**config.mk**
```make
export PLATFORM = sky130hd
export DESIGN_NAME = txn_flit_bridge
export DESIGN_NICKNAME = d
export VERILOG_FILES = /design/src/rtl/ni_pkg.sv /design/src/rtl/ni_route_lut.sv /design/src/rtl/ni_flit_buf.sv /design/src/rtl/ni_packetizer.sv /design/src/rtl/txn_flit_bridge.sv
export SDC_FILE = /design/constraint.sdc
export NUM_CORES = 1
export LEC_CHECK = 0
export BUFFER_PORTS_ARGS = -buffer_cell sky130_fd_sc_hd__buf_2
export CORE_ASPECT_RATIO = 1.4
export CORE_MARGIN = 5
export CORE_UTILIZATION = 35
export DETAILED_ROUTE_END_ITERATION = 16
export GPL_ROUTABILITY_DRIVEN = 0
export GPL_TIMING_DRIVEN = 0
export PLACE_DENSITY = 0.58
export SYNTH_ARGS = -nofsm -noshare
export SYNTH_HDL_FRONTEND = slang
export SYNTH_SLANG_ARGS = --single-unit
```
**constraint.sdc**
```tcl
create_clock -name clk -period 5.45 [get_ports clk]
set_input_delay 0.8175 -clock clk [delete_from_list [all_inputs] [get_ports clk]]
set_output_delay 0.8175 -clock clk [all_outputs]
set_load 0.01 [all_outputs]
```
**src/rtl/ni_pkg.sv**
```systemverilog
package ni_pkg;

  localparam int FT_W = 2;

  typedef enum logic [1:0] {
    FT_NONE = 2'b00,
    FT_HEAD = 2'b01,
    FT_BODY = 2'b10,
    FT_TAIL = 2'b11
  } flit_type_e;

  typedef enum logic [1:0] {
    PK_IDLE = 2'b00,
    PK_HEAD = 2'b01,
    PK_DATA = 2'b10
  } pk_state_e;

  function automatic int imax(input int a, input int b);
    return (a > b) ? a : b;
  endfunction

endpackage

```
**src/rtl/ni_route_lut.sv**
```systemverilog
module ni_route_lut #(
  parameter int IDX_W   = 4,
  parameter int ROUTE_W = 12
) (
  input  logic               clk,
  input  logic               rst_n,
  input  logic               wr_en,
  input  logic [IDX_W-1:0]   wr_idx,
  input  logic [ROUTE_W-1:0] wr_route,
  input  logic [IDX_W-1:0]   rd_idx,
  output logic [ROUTE_W-1:0] rd_route
);

  localparam int ENTRIES = 1 << IDX_W;

  logic [ROUTE_W-1:0] entry_q [ENTRIES];

  for (genvar g = 0; g < ENTRIES; g++) begin : g_entry
    always_ff @(posedge clk) begin
      if (!rst_n) begin
        entry_q[g] <= '0;
      end else if (wr_en && (wr_idx == IDX_W'(g))) begin
        entry_q[g] <= wr_route;
      end
    end
  end

  assign rd_route = entry_q[rd_idx];

endmodule

```
**src/rtl/ni_flit_buf.sv**
```systemverilog
module ni_flit_buf #(
  parameter int W     = 50,
  parameter int DEPTH = 2
) (
  input  logic             clk,
  input  logic             rst_n,
  input  logic             push,
  input  logic [W-1:0]     push_data,
  input  logic             pop,
  output logic [W-1:0]     head_data,
  output logic             full,
  output logic             empty,
  output logic [$clog2(DEPTH+1)-1:0] level
);

  localparam int PTR_W = (DEPTH > 1) ? $clog2(DEPTH) : 1;
  localparam int CNT_W = $clog2(DEPTH + 1);

  logic [W-1:0]     slot_q [DEPTH];
  logic [PTR_W-1:0] wr_ptr_q, rd_ptr_q;
  logic [CNT_W-1:0] cnt_q;
  logic             do_push, do_pop;

  function automatic logic [PTR_W-1:0] ptr_next(input logic [PTR_W-1:0] p);
    return (p == PTR_W'(DEPTH - 1)) ? '0 : p + PTR_W'(1);
  endfunction

  assign full    = (cnt_q == CNT_W'(DEPTH));
  assign empty   = (cnt_q == '0);
  assign do_push = push && !full;
  assign do_pop  = pop && !empty;

  for (genvar g = 0; g < DEPTH; g++) begin : g_slot
    always_ff @(posedge clk) begin
      if (!rst_n) begin
        slot_q[g] <= '0;
      end else if (do_push && (wr_ptr_q == PTR_W'(g))) begin
        slot_q[g] <= push_data;
      end
    end
  end

  always_ff @(posedge clk) begin
    if (!rst_n) begin
      wr_ptr_q <= '0;
      rd_ptr_q <= '0;
      cnt_q    <= '0;
    end else begin
      if (do_push) wr_ptr_q <= ptr_next(wr_ptr_q);
      if (do_pop)  rd_ptr_q <= ptr_next(rd_ptr_q);
      case ({do_push, do_pop})
        2'b10:   cnt_q <= cnt_q + CNT_W'(1);
        2'b01:   cnt_q <= cnt_q - CNT_W'(1);
        default: cnt_q <= cnt_q;
      endcase
    end
  end

  assign head_data = slot_q[rd_ptr_q];
  assign level     = cnt_q;

endmodule

```
**src/rtl/ni_packetizer.sv**
```systemverilog
module ni_packetizer
  import ni_pkg::*;
#(
  parameter int ADDR_W  = 32,
  parameter int DATA_W  = 32,
  parameter int LEN_W   = 4,
  parameter int ROUTE_W = 12,
  parameter int PAY_W   = 48,
  parameter int FLIT_W  = 50
) (
  input  logic               clk,
  input  logic               rst_n,
  input  logic               req_valid,
  output logic               req_ready,
  input  logic [ADDR_W-1:0]  req_addr,
  input  logic [LEN_W-1:0]   req_len,
  input  logic [ROUTE_W-1:0] lut_route,
  input  logic               wdat_valid,
  output logic               wdat_ready,
  input  logic [DATA_W-1:0]  wdat_data,
  input  logic               buf_full,
  output logic               push_valid,
  output logic [FLIT_W-1:0]  push_flit,
  output logic               ev_accept,
  output logic               ev_take,
  output logic               ev_hdr,
  output logic               ev_body,
  output logic               ev_tail
);

  localparam int TCNT_W = LEN_W + 1;

  pk_state_e          state_q, state_d;
  logic [ADDR_W-1:0]  hdr_addr_q;
  logic [LEN_W-1:0]   hdr_len_q;
  logic [ROUTE_W-1:0] hdr_route_q;
  logic [DATA_W-1:0]  pay_data_q;
  logic               pay_full_q;
  logic [TCNT_W-1:0]  taken_q;
  logic [LEN_W-1:0]   sent_q;

  logic take_open, pay_push, hdr_fire, last_beat;

  function automatic logic [FLIT_W-1:0] make_header(
    input logic [ROUTE_W-1:0] route,
    input logic [LEN_W-1:0]   len,
    input logic [ADDR_W-1:0]  addr
  );
    logic [PAY_W-1:0] body;
    body = PAY_W'({route, len, addr});
    return {FT_HEAD, body};
  endfunction

  function automatic logic [FLIT_W-1:0] make_data(
    input logic              is_last,
    input logic [DATA_W-1:0] data
  );
    flit_type_e t;
    t = is_last ? FT_TAIL : FT_BODY;
    return {t, PAY_W'(data)};
  endfunction

  assign req_ready = (state_q == PK_IDLE);
  assign ev_accept = req_valid && req_ready;

  assign take_open  = (taken_q <= {1'b0, hdr_len_q});
  assign last_beat  = (sent_q == hdr_len_q);
  assign pay_push   = (state_q == PK_DATA) && pay_full_q && !buf_full;
  assign hdr_fire   = (state_q == PK_HEAD) && !buf_full;
  assign wdat_ready = (state_q == PK_DATA) && take_open && (!pay_full_q || pay_push);
  assign ev_take    = wdat_valid && wdat_ready;

  always_comb begin
    push_valid = 1'b0;
    push_flit  = '0;
    unique case (state_q)
      PK_HEAD: begin
        push_valid = 1'b1;
        push_flit  = make_header(hdr_route_q, hdr_len_q, hdr_addr_q);
      end
      PK_DATA: begin
        push_valid = pay_full_q;
        push_flit  = make_data(last_beat, pay_data_q);
      end
      default: begin
        push_valid = 1'b0;
        push_flit  = '0;
      end
    endcase
  end

  assign ev_hdr  = hdr_fire;
  assign ev_body = pay_push && !last_beat;
  assign ev_tail = pay_push && last_beat;

  always_comb begin
    state_d = state_q;
    unique case (state_q)
      PK_IDLE: if (ev_accept) state_d = PK_HEAD;
      PK_HEAD: if (hdr_fire)  state_d = PK_DATA;
      PK_DATA: if (ev_tail)   state_d = PK_IDLE;
      default: state_d = PK_IDLE;
    endcase
  end

  always_ff @(posedge clk) begin
    if (!rst_n) begin
      state_q     <= PK_IDLE;
      hdr_addr_q  <= '0;
      hdr_len_q   <= '0;
      hdr_route_q <= '0;
    end else begin
      state_q <= state_d;
      if (ev_accept) begin
        hdr_addr_q  <= req_addr;
        hdr_len_q   <= req_len;
        hdr_route_q <= lut_route;
      end
    end
  end

  always_ff @(posedge clk) begin
    if (!rst_n) begin
      pay_data_q <= '0;
      pay_full_q <= 1'b0;
      taken_q    <= '0;
      sent_q     <= '0;
    end else begin
      if (ev_accept) begin
        taken_q <= '0;
        sent_q  <= '0;
      end else begin
        if (ev_take)  taken_q <= taken_q + TCNT_W'(1);
        if (pay_push) sent_q  <= sent_q + LEN_W'(1);
      end
      if (ev_take) begin
        pay_data_q <= wdat_data;
        pay_full_q <= 1'b1;
      end else if (pay_push) begin
        pay_full_q <= 1'b0;
      end
    end
  end

endmodule

```
**src/rtl/txn_flit_bridge.sv**
```systemverilog
module txn_flit_bridge
  import ni_pkg::*;
#(
  parameter int ADDR_W    = 32,
  parameter int DATA_W    = 32,
  parameter int LEN_W     = 4,
  parameter int ROUTE_W   = 12,
  parameter int IDX_W     = 4,
  parameter int BUF_DEPTH = 2,
  localparam int PAY_W    = imax(ROUTE_W + LEN_W + ADDR_W, DATA_W),
  localparam int FLIT_W   = FT_W + PAY_W
) (
  input  logic               clk,
  input  logic               rst_n,
  input  logic               rt_we,
  input  logic [IDX_W-1:0]   rt_idx,
  input  logic [ROUTE_W-1:0] rt_route,
  input  logic               req_valid,
  output logic               req_ready,
  input  logic [ADDR_W-1:0]  req_addr,
  input  logic [LEN_W-1:0]   req_len,
  input  logic               wdat_valid,
  output logic               wdat_ready,
  input  logic [DATA_W-1:0]  wdat_data,
  output logic               flit_valid,
  input  logic               flit_ready,
  output logic [FLIT_W-1:0]  flit_data
);

  localparam int LVL_W = $clog2(BUF_DEPTH + 1);

  logic [ROUTE_W-1:0] lut_route;
  logic               buf_full, buf_empty;
  logic [LVL_W-1:0]   buf_level;
  logic               push_valid, push_fire;
  logic [FLIT_W-1:0]  push_flit;
  logic               ev_accept, ev_take, ev_hdr, ev_body, ev_tail;

  ni_route_lut #(
    .IDX_W  (IDX_W),
    .ROUTE_W(ROUTE_W)
  ) u_lut (
    .clk     (clk),
    .rst_n   (rst_n),
    .wr_en   (rt_we),
    .wr_idx  (rt_idx),
    .wr_route(rt_route),
    .rd_idx  (req_addr[ADDR_W-1 -: IDX_W]),
    .rd_route(lut_route)
  );

  ni_packetizer #(
    .ADDR_W (ADDR_W),
    .DATA_W (DATA_W),
    .LEN_W  (LEN_W),
    .ROUTE_W(ROUTE_W),
    .PAY_W  (PAY_W),
    .FLIT_W (FLIT_W)
  ) u_pkt (
    .clk       (clk),
    .rst_n     (rst_n),
    .req_valid (req_valid),
    .req_ready (req_ready),
    .req_addr  (req_addr),
    .req_len   (req_len),
    .lut_route (lut_route),
    .wdat_valid(wdat_valid),
    .wdat_ready(wdat_ready),
    .wdat_data (wdat_data),
    .buf_full  (buf_full),
    .push_valid(push_valid),
    .push_flit (push_flit),
    .ev_accept (ev_accept),
    .ev_take   (ev_take),
    .ev_hdr    (ev_hdr),
    .ev_body   (ev_body),
    .ev_tail   (ev_tail)
  );

  assign push_fire = push_valid && !buf_full;

  ni_flit_buf #(
    .W    (FLIT_W),
    .DEPTH(BUF_DEPTH)
  ) u_buf (
    .clk      (clk),
    .rst_n    (rst_n),
    .push     (push_fire),
    .push_data(push_flit),
    .pop      (flit_ready),
    .head_data(flit_data),
    .full     (buf_full),
    .empty    (buf_empty),
    .level    (buf_level)
  );

  assign flit_valid = !buf_empty;

endmodule

```
# After elaboration in Yosys (flattened, before gate mapping)
# Memory sizes are Yosys's and may differ from the RTL's. A register that Yosys moved wholly into a read port is not among the register bits.
# Cells that the tools add are included.
# classes
bitwise_logic,20
shift,0
n_mux,87
div_mod_pow,0
n_reduce_logical,41
mul,0
order_cmp,1
eq_ne,24
addsub,6
# ops
operator,count
$mux 12,16
$mux 50,2
$pmux 50 s2,1
$mux 1,62
$eq 4x4->1 const B,8
$logic_and 1x1->1,29
$or 1x1->1,18
$eq 4x3->1 const B,4
$eq 4x2->1 const B,2
$eq 2x2->1 const B,3
$mux 2,3
$ne 2x2->1 const B,3
$pmux 2 s3,1
$add 5x1->5 const B,1
$le 5x4->1,1
$add 4x1->4 const B,1
$eq 2x1->1 const B,2
$eq 4x1->1 const B,1
$eq 4x4->1,1
$logic_not 1->1,4
$logic_not 2->1,2
$logic_not 4->1,1
$pmux 2 s2,1
$reduce_bool 2->1,2
other kinds (8),10
# totals
romBits,0
word_cells,191
memories,2
latch_bits,0
out_inout_bits,53
input_bits,90
ff_bits,84
ram_bits,292
# memory_table
name,words,word_bits,rd,rd_ports_with_merged_regs,write_ports,line,text
u_lut.entry_q,16,12,1,1,16,ni_route_lut.sv:16,logic [ROUTE_W-1:0] entry_q [ENTRIES];
u_buf.slot_q,2,50,1,1,2,ni_flit_buf.sv:19,logic [W-1:0] slot_q [DEPTH];

# Logic depth before layout (Yosys ltp)
# depth
depth_word,9
depth_mapped,10
depth_no_buf,9

# By module
# Synthesis repeated with hierarchy kept, for this count alone.
# hier_totals
cells_unflattened,1413
hier_area_um2,17666.9
# by_module_without_submodules
module,instances,area_each_um2,cells_each
ni_route_lut,1,8804.7,561
ni_flit_buf,1,4491.8,350
ni_packetizer,1,4352.9,500
txn_flit_bridge,1,17.5,2

# Worst setup path after synthesis
# Ideal clock, no wire load.
# synth_timing
path_kind,register to register
start,reg u_pkt.state_q[0]
end,mem u_buf.slot_q[0][0] (enable)
setup_ns,0.527
stages_incl_launch_ff,7
arrival_ns,4.856
synth_period_minus_slack_ns,5.382
path_buffers,1
setup_slack_ns,0.068
cell_sequence,dfxtp_1 > inv_1 > ha_1 > clkbuf_1 > nor3b_2 > inv_1 > o21ai_0
# synth_lines
element,line,text
from (decl),ni_packetizer.sv:33,"pk_state_e state_q, state_d;"
from (signal assigned),ni_packetizer.sv:113,state_q <= state_d;
to (decl),ni_flit_buf.sv:19,

==> results.cfg <==
[global_route]
grt_pass1_wl_um = 66600
grt-ovfl-total = 0
grt_max_degree = 30
grt_pass1_vias = 11200
antenna_found_initial = 1
grt_util_all_layers_pct = 16.1

[die]
pin_count = 143
core_region_area_um2 = 48800
start_util_pct = 35.2
die_area_um2 = 53600
die_h_um = 272
rows = 96
die_w_um = 197

[outcome]
status = finished, final reports clean

[worst_setup_path]
r2r_slack_ps = 2410
worstPathMaxFanout = 10
required_ps = 4630
start_kind = flop
worstPathArrival_ps = 2540
critPathKind = reg2out
endpoint_kind = output pin

[synthesis]
syn_area_um2 = 17200
synth_cell_type_count = 45
synth_largest_area_cell = edfxtp_1
synth_ff_type = edfxtp_1
seq_area_frac_synth_pct = 62.4
synth_edf_count = 292
synth.area.top_cells = edfxtp_1, dfxtp_1, and2_1, mux4_2, nand2_1
syn_inst = 1354
async_reset_ff_share_pct = 0
yosysTopAreaCellShare_pct = 51.1
yosysWarnings = 0
ys_seq_elements = 389
synth.avg_cell_area_um2 = 12.7
syn_nets = 1456

[finish]
layout_commonest_cell = edfxtp_1
syn2layout_area_growth_pct = 18.0
antennaDiodeCount = 0
layout_common_cells = edfxtp_1, and2_1, buf_2
drive_gt1_share_pct = 22.1
final_area_um2 = 20300
nFillCells = 4642
final_nets = 1655
final_util_pct = 41.5
stdcell_count = 2219

[placement]
port_buffers = 139
dp_hpwl_um = 33800
placed_cells = 2147
post-place-ws_ps = 1920
placed_cell_area_um2 = 18900

[cts]
cts_resized = 0
clk_latency_ps = 530
cts_root_buf = clkbuf_16
htree_levels = 2
cts_buffer_depth = 3
numCtsBuffers = 41
cts_hold_buf = 0
cts.sinks = 389
tritoncts = done
cts_setup_buffers = 0
clk_pin_slew_worst_paths_ps = 60

[flow_run]
maxCapViolCount = 0

[timing]
hold_violations = 0
worst_slew_pin_slew_ps = 886
min_period_ps = 3360
rsz0062_at_grt = no
relSlewSlack_pct = 40.7
fin_tns_setup_ps = 0
setup_ws_ps = 2090
finalClockSkew_ps = 7.89
final_min_period_over_clock_period_pct = 61.6
finalSetupViolCount = 0
max_freq_ghz = 0.298
drv_slew = 0

[detailed_routing]
drc = 0
vias_per_cell = 4.91
vias = 10900
wl_per_cell_um = 19.7
wl_um = 43700
first_pass_iters = 5
antenna_left = 0
drt-initial-drc-count = 549

[pwr]
internal-power_uw = 5690
swShare_pct = 26.4
p_comb_share_pct = 16.9
ir_drop_uv = 266
seqPwrFrac_pct = 46.1
p_per_area_nw_per_um2 = 382
switching_power_uw = 2040
leakage_uw = 0.00729
clockPowerShare_pct = 37.0

[min_path]
hold_path_class = reg2reg
## cells by family after synthesis
group	Yosys count	share of synthesized area, %
AOI/OAI and AO/OA	157	6.31
buffers and inverters	114	2.92
muxes	113	10.5
xor gates and xnor gates	12	0.612
and+or+nand+nor	557	16.4
DFF	389	62.4
adders and majority gates	12	0.875
## power by group through the flow
stage          combinational [uW]  clock (uW)  sequential (uW)
3_5_place_dp                 1330           0             3630
5_1_grt                      1430        3020             3590
3_3_place_gp                 1280           0             3640
2_1_floorplan                 804           0             3600
4_1_cts                      1330        2910             3570
6_report                     1310        2860             3570
## routing by layer
layer  up-vias  GRT usage (%)  part of all wire [%]
met5         -              0                     0
met4         0           4.58                   2.6
met3        74           2.47                   5.0
met2       288           30.7                    54
met1      5305           18.5                    38
li1       5221              -                     -
## Yosys cell counts, types with 2 or more instances
cell type  number
a22o_1         32
edfxtp_1      292
buf_2          19
nand2b_1        4
mux2i_1        15
o21ai_1        11
or2_2           2
and2_1        223
inv_1           9
xnor2_1         5
ha_1           12
buf_6           4
clkbuf_2        3
clkbuf_1       66
xor2_1          7
nand3_1        39
nor3_1          6
nor2b_1        19
o21ai_0        53
a21oi_1         5
nand3b_1        4
dfxtp_1        97
nand4_1         3
nor2_1         94
buf_1           9
nand2_1       157
a21boi_0       37
buf_4           4
mux4_2         48
a221oi_1       11
mux2_2         50
## stage by stage
step,hold slack [ps],power (uW)
finish,456,7730
global route,482,8040
CTS,462,7810
detailed placement,454,4960
global placement,448,4910
floorplan,436,4400
## path summary, 6_finish.rpt
check                              startpoint                           endpoint  cells past startpoint
max                                      flop                      flit_data[38]                      4
min          u_pkt.pay_data_q[7]$_SDFFE_PN0P_   u_pkt.pay_data_q[7]$_SDFFE_PN0P_                      2
max reg2reg     u_pkt.state_q[1]$_SDFFE_PN0P_  u_buf.slot_q[0][20]$_SDFFCE_PN0P_                      8
min reg2reg  u_pkt.pay_data_q[7]$_SDFFE_PN0P_   u_pkt.pay_data_q[7]$_SDFFE_PN0P_                      2
## critical path, stage by stage, from the launching register on
cell and delay (ps):
dfxtp_1 300, clkbuf_1 410, buf_1 710, mux2_2 440, buf_2 150
## state kept, by name, summed over array words and instances, names as in the netlist, named ones only
name               cells
u_pkt.pay_full_q       1
u_pkt.hdr_addr_q      32
u_pkt.hdr_len_q        4
u_lut.entry_q        192
u_buf.wr_ptr_q         1
u_buf.level            2
u_pkt.pay_data_q      32
u_buf.rd_ptr_q         1
u_pkt.sent_q           4
u_pkt.taken_q          5
u_pkt.hdr_route_q     12
u_buf.slot_q         100
u_pkt.state_q          2
## final cells by class
cell class,count,area (um2),area share (%)
repair buffers,156,913,4.51
inverters,9,33.8,0.167
plain buffers,105,467,2.30
multi-input cells,851,5970,29.5
clock buffers,56,1100,5.44
flip-flops and latches,389,10700,52.9
well taps,637,797,3.94
clock inverters,16,255,1.26
No activity file was read; power rests on OpenSTA's default activity.
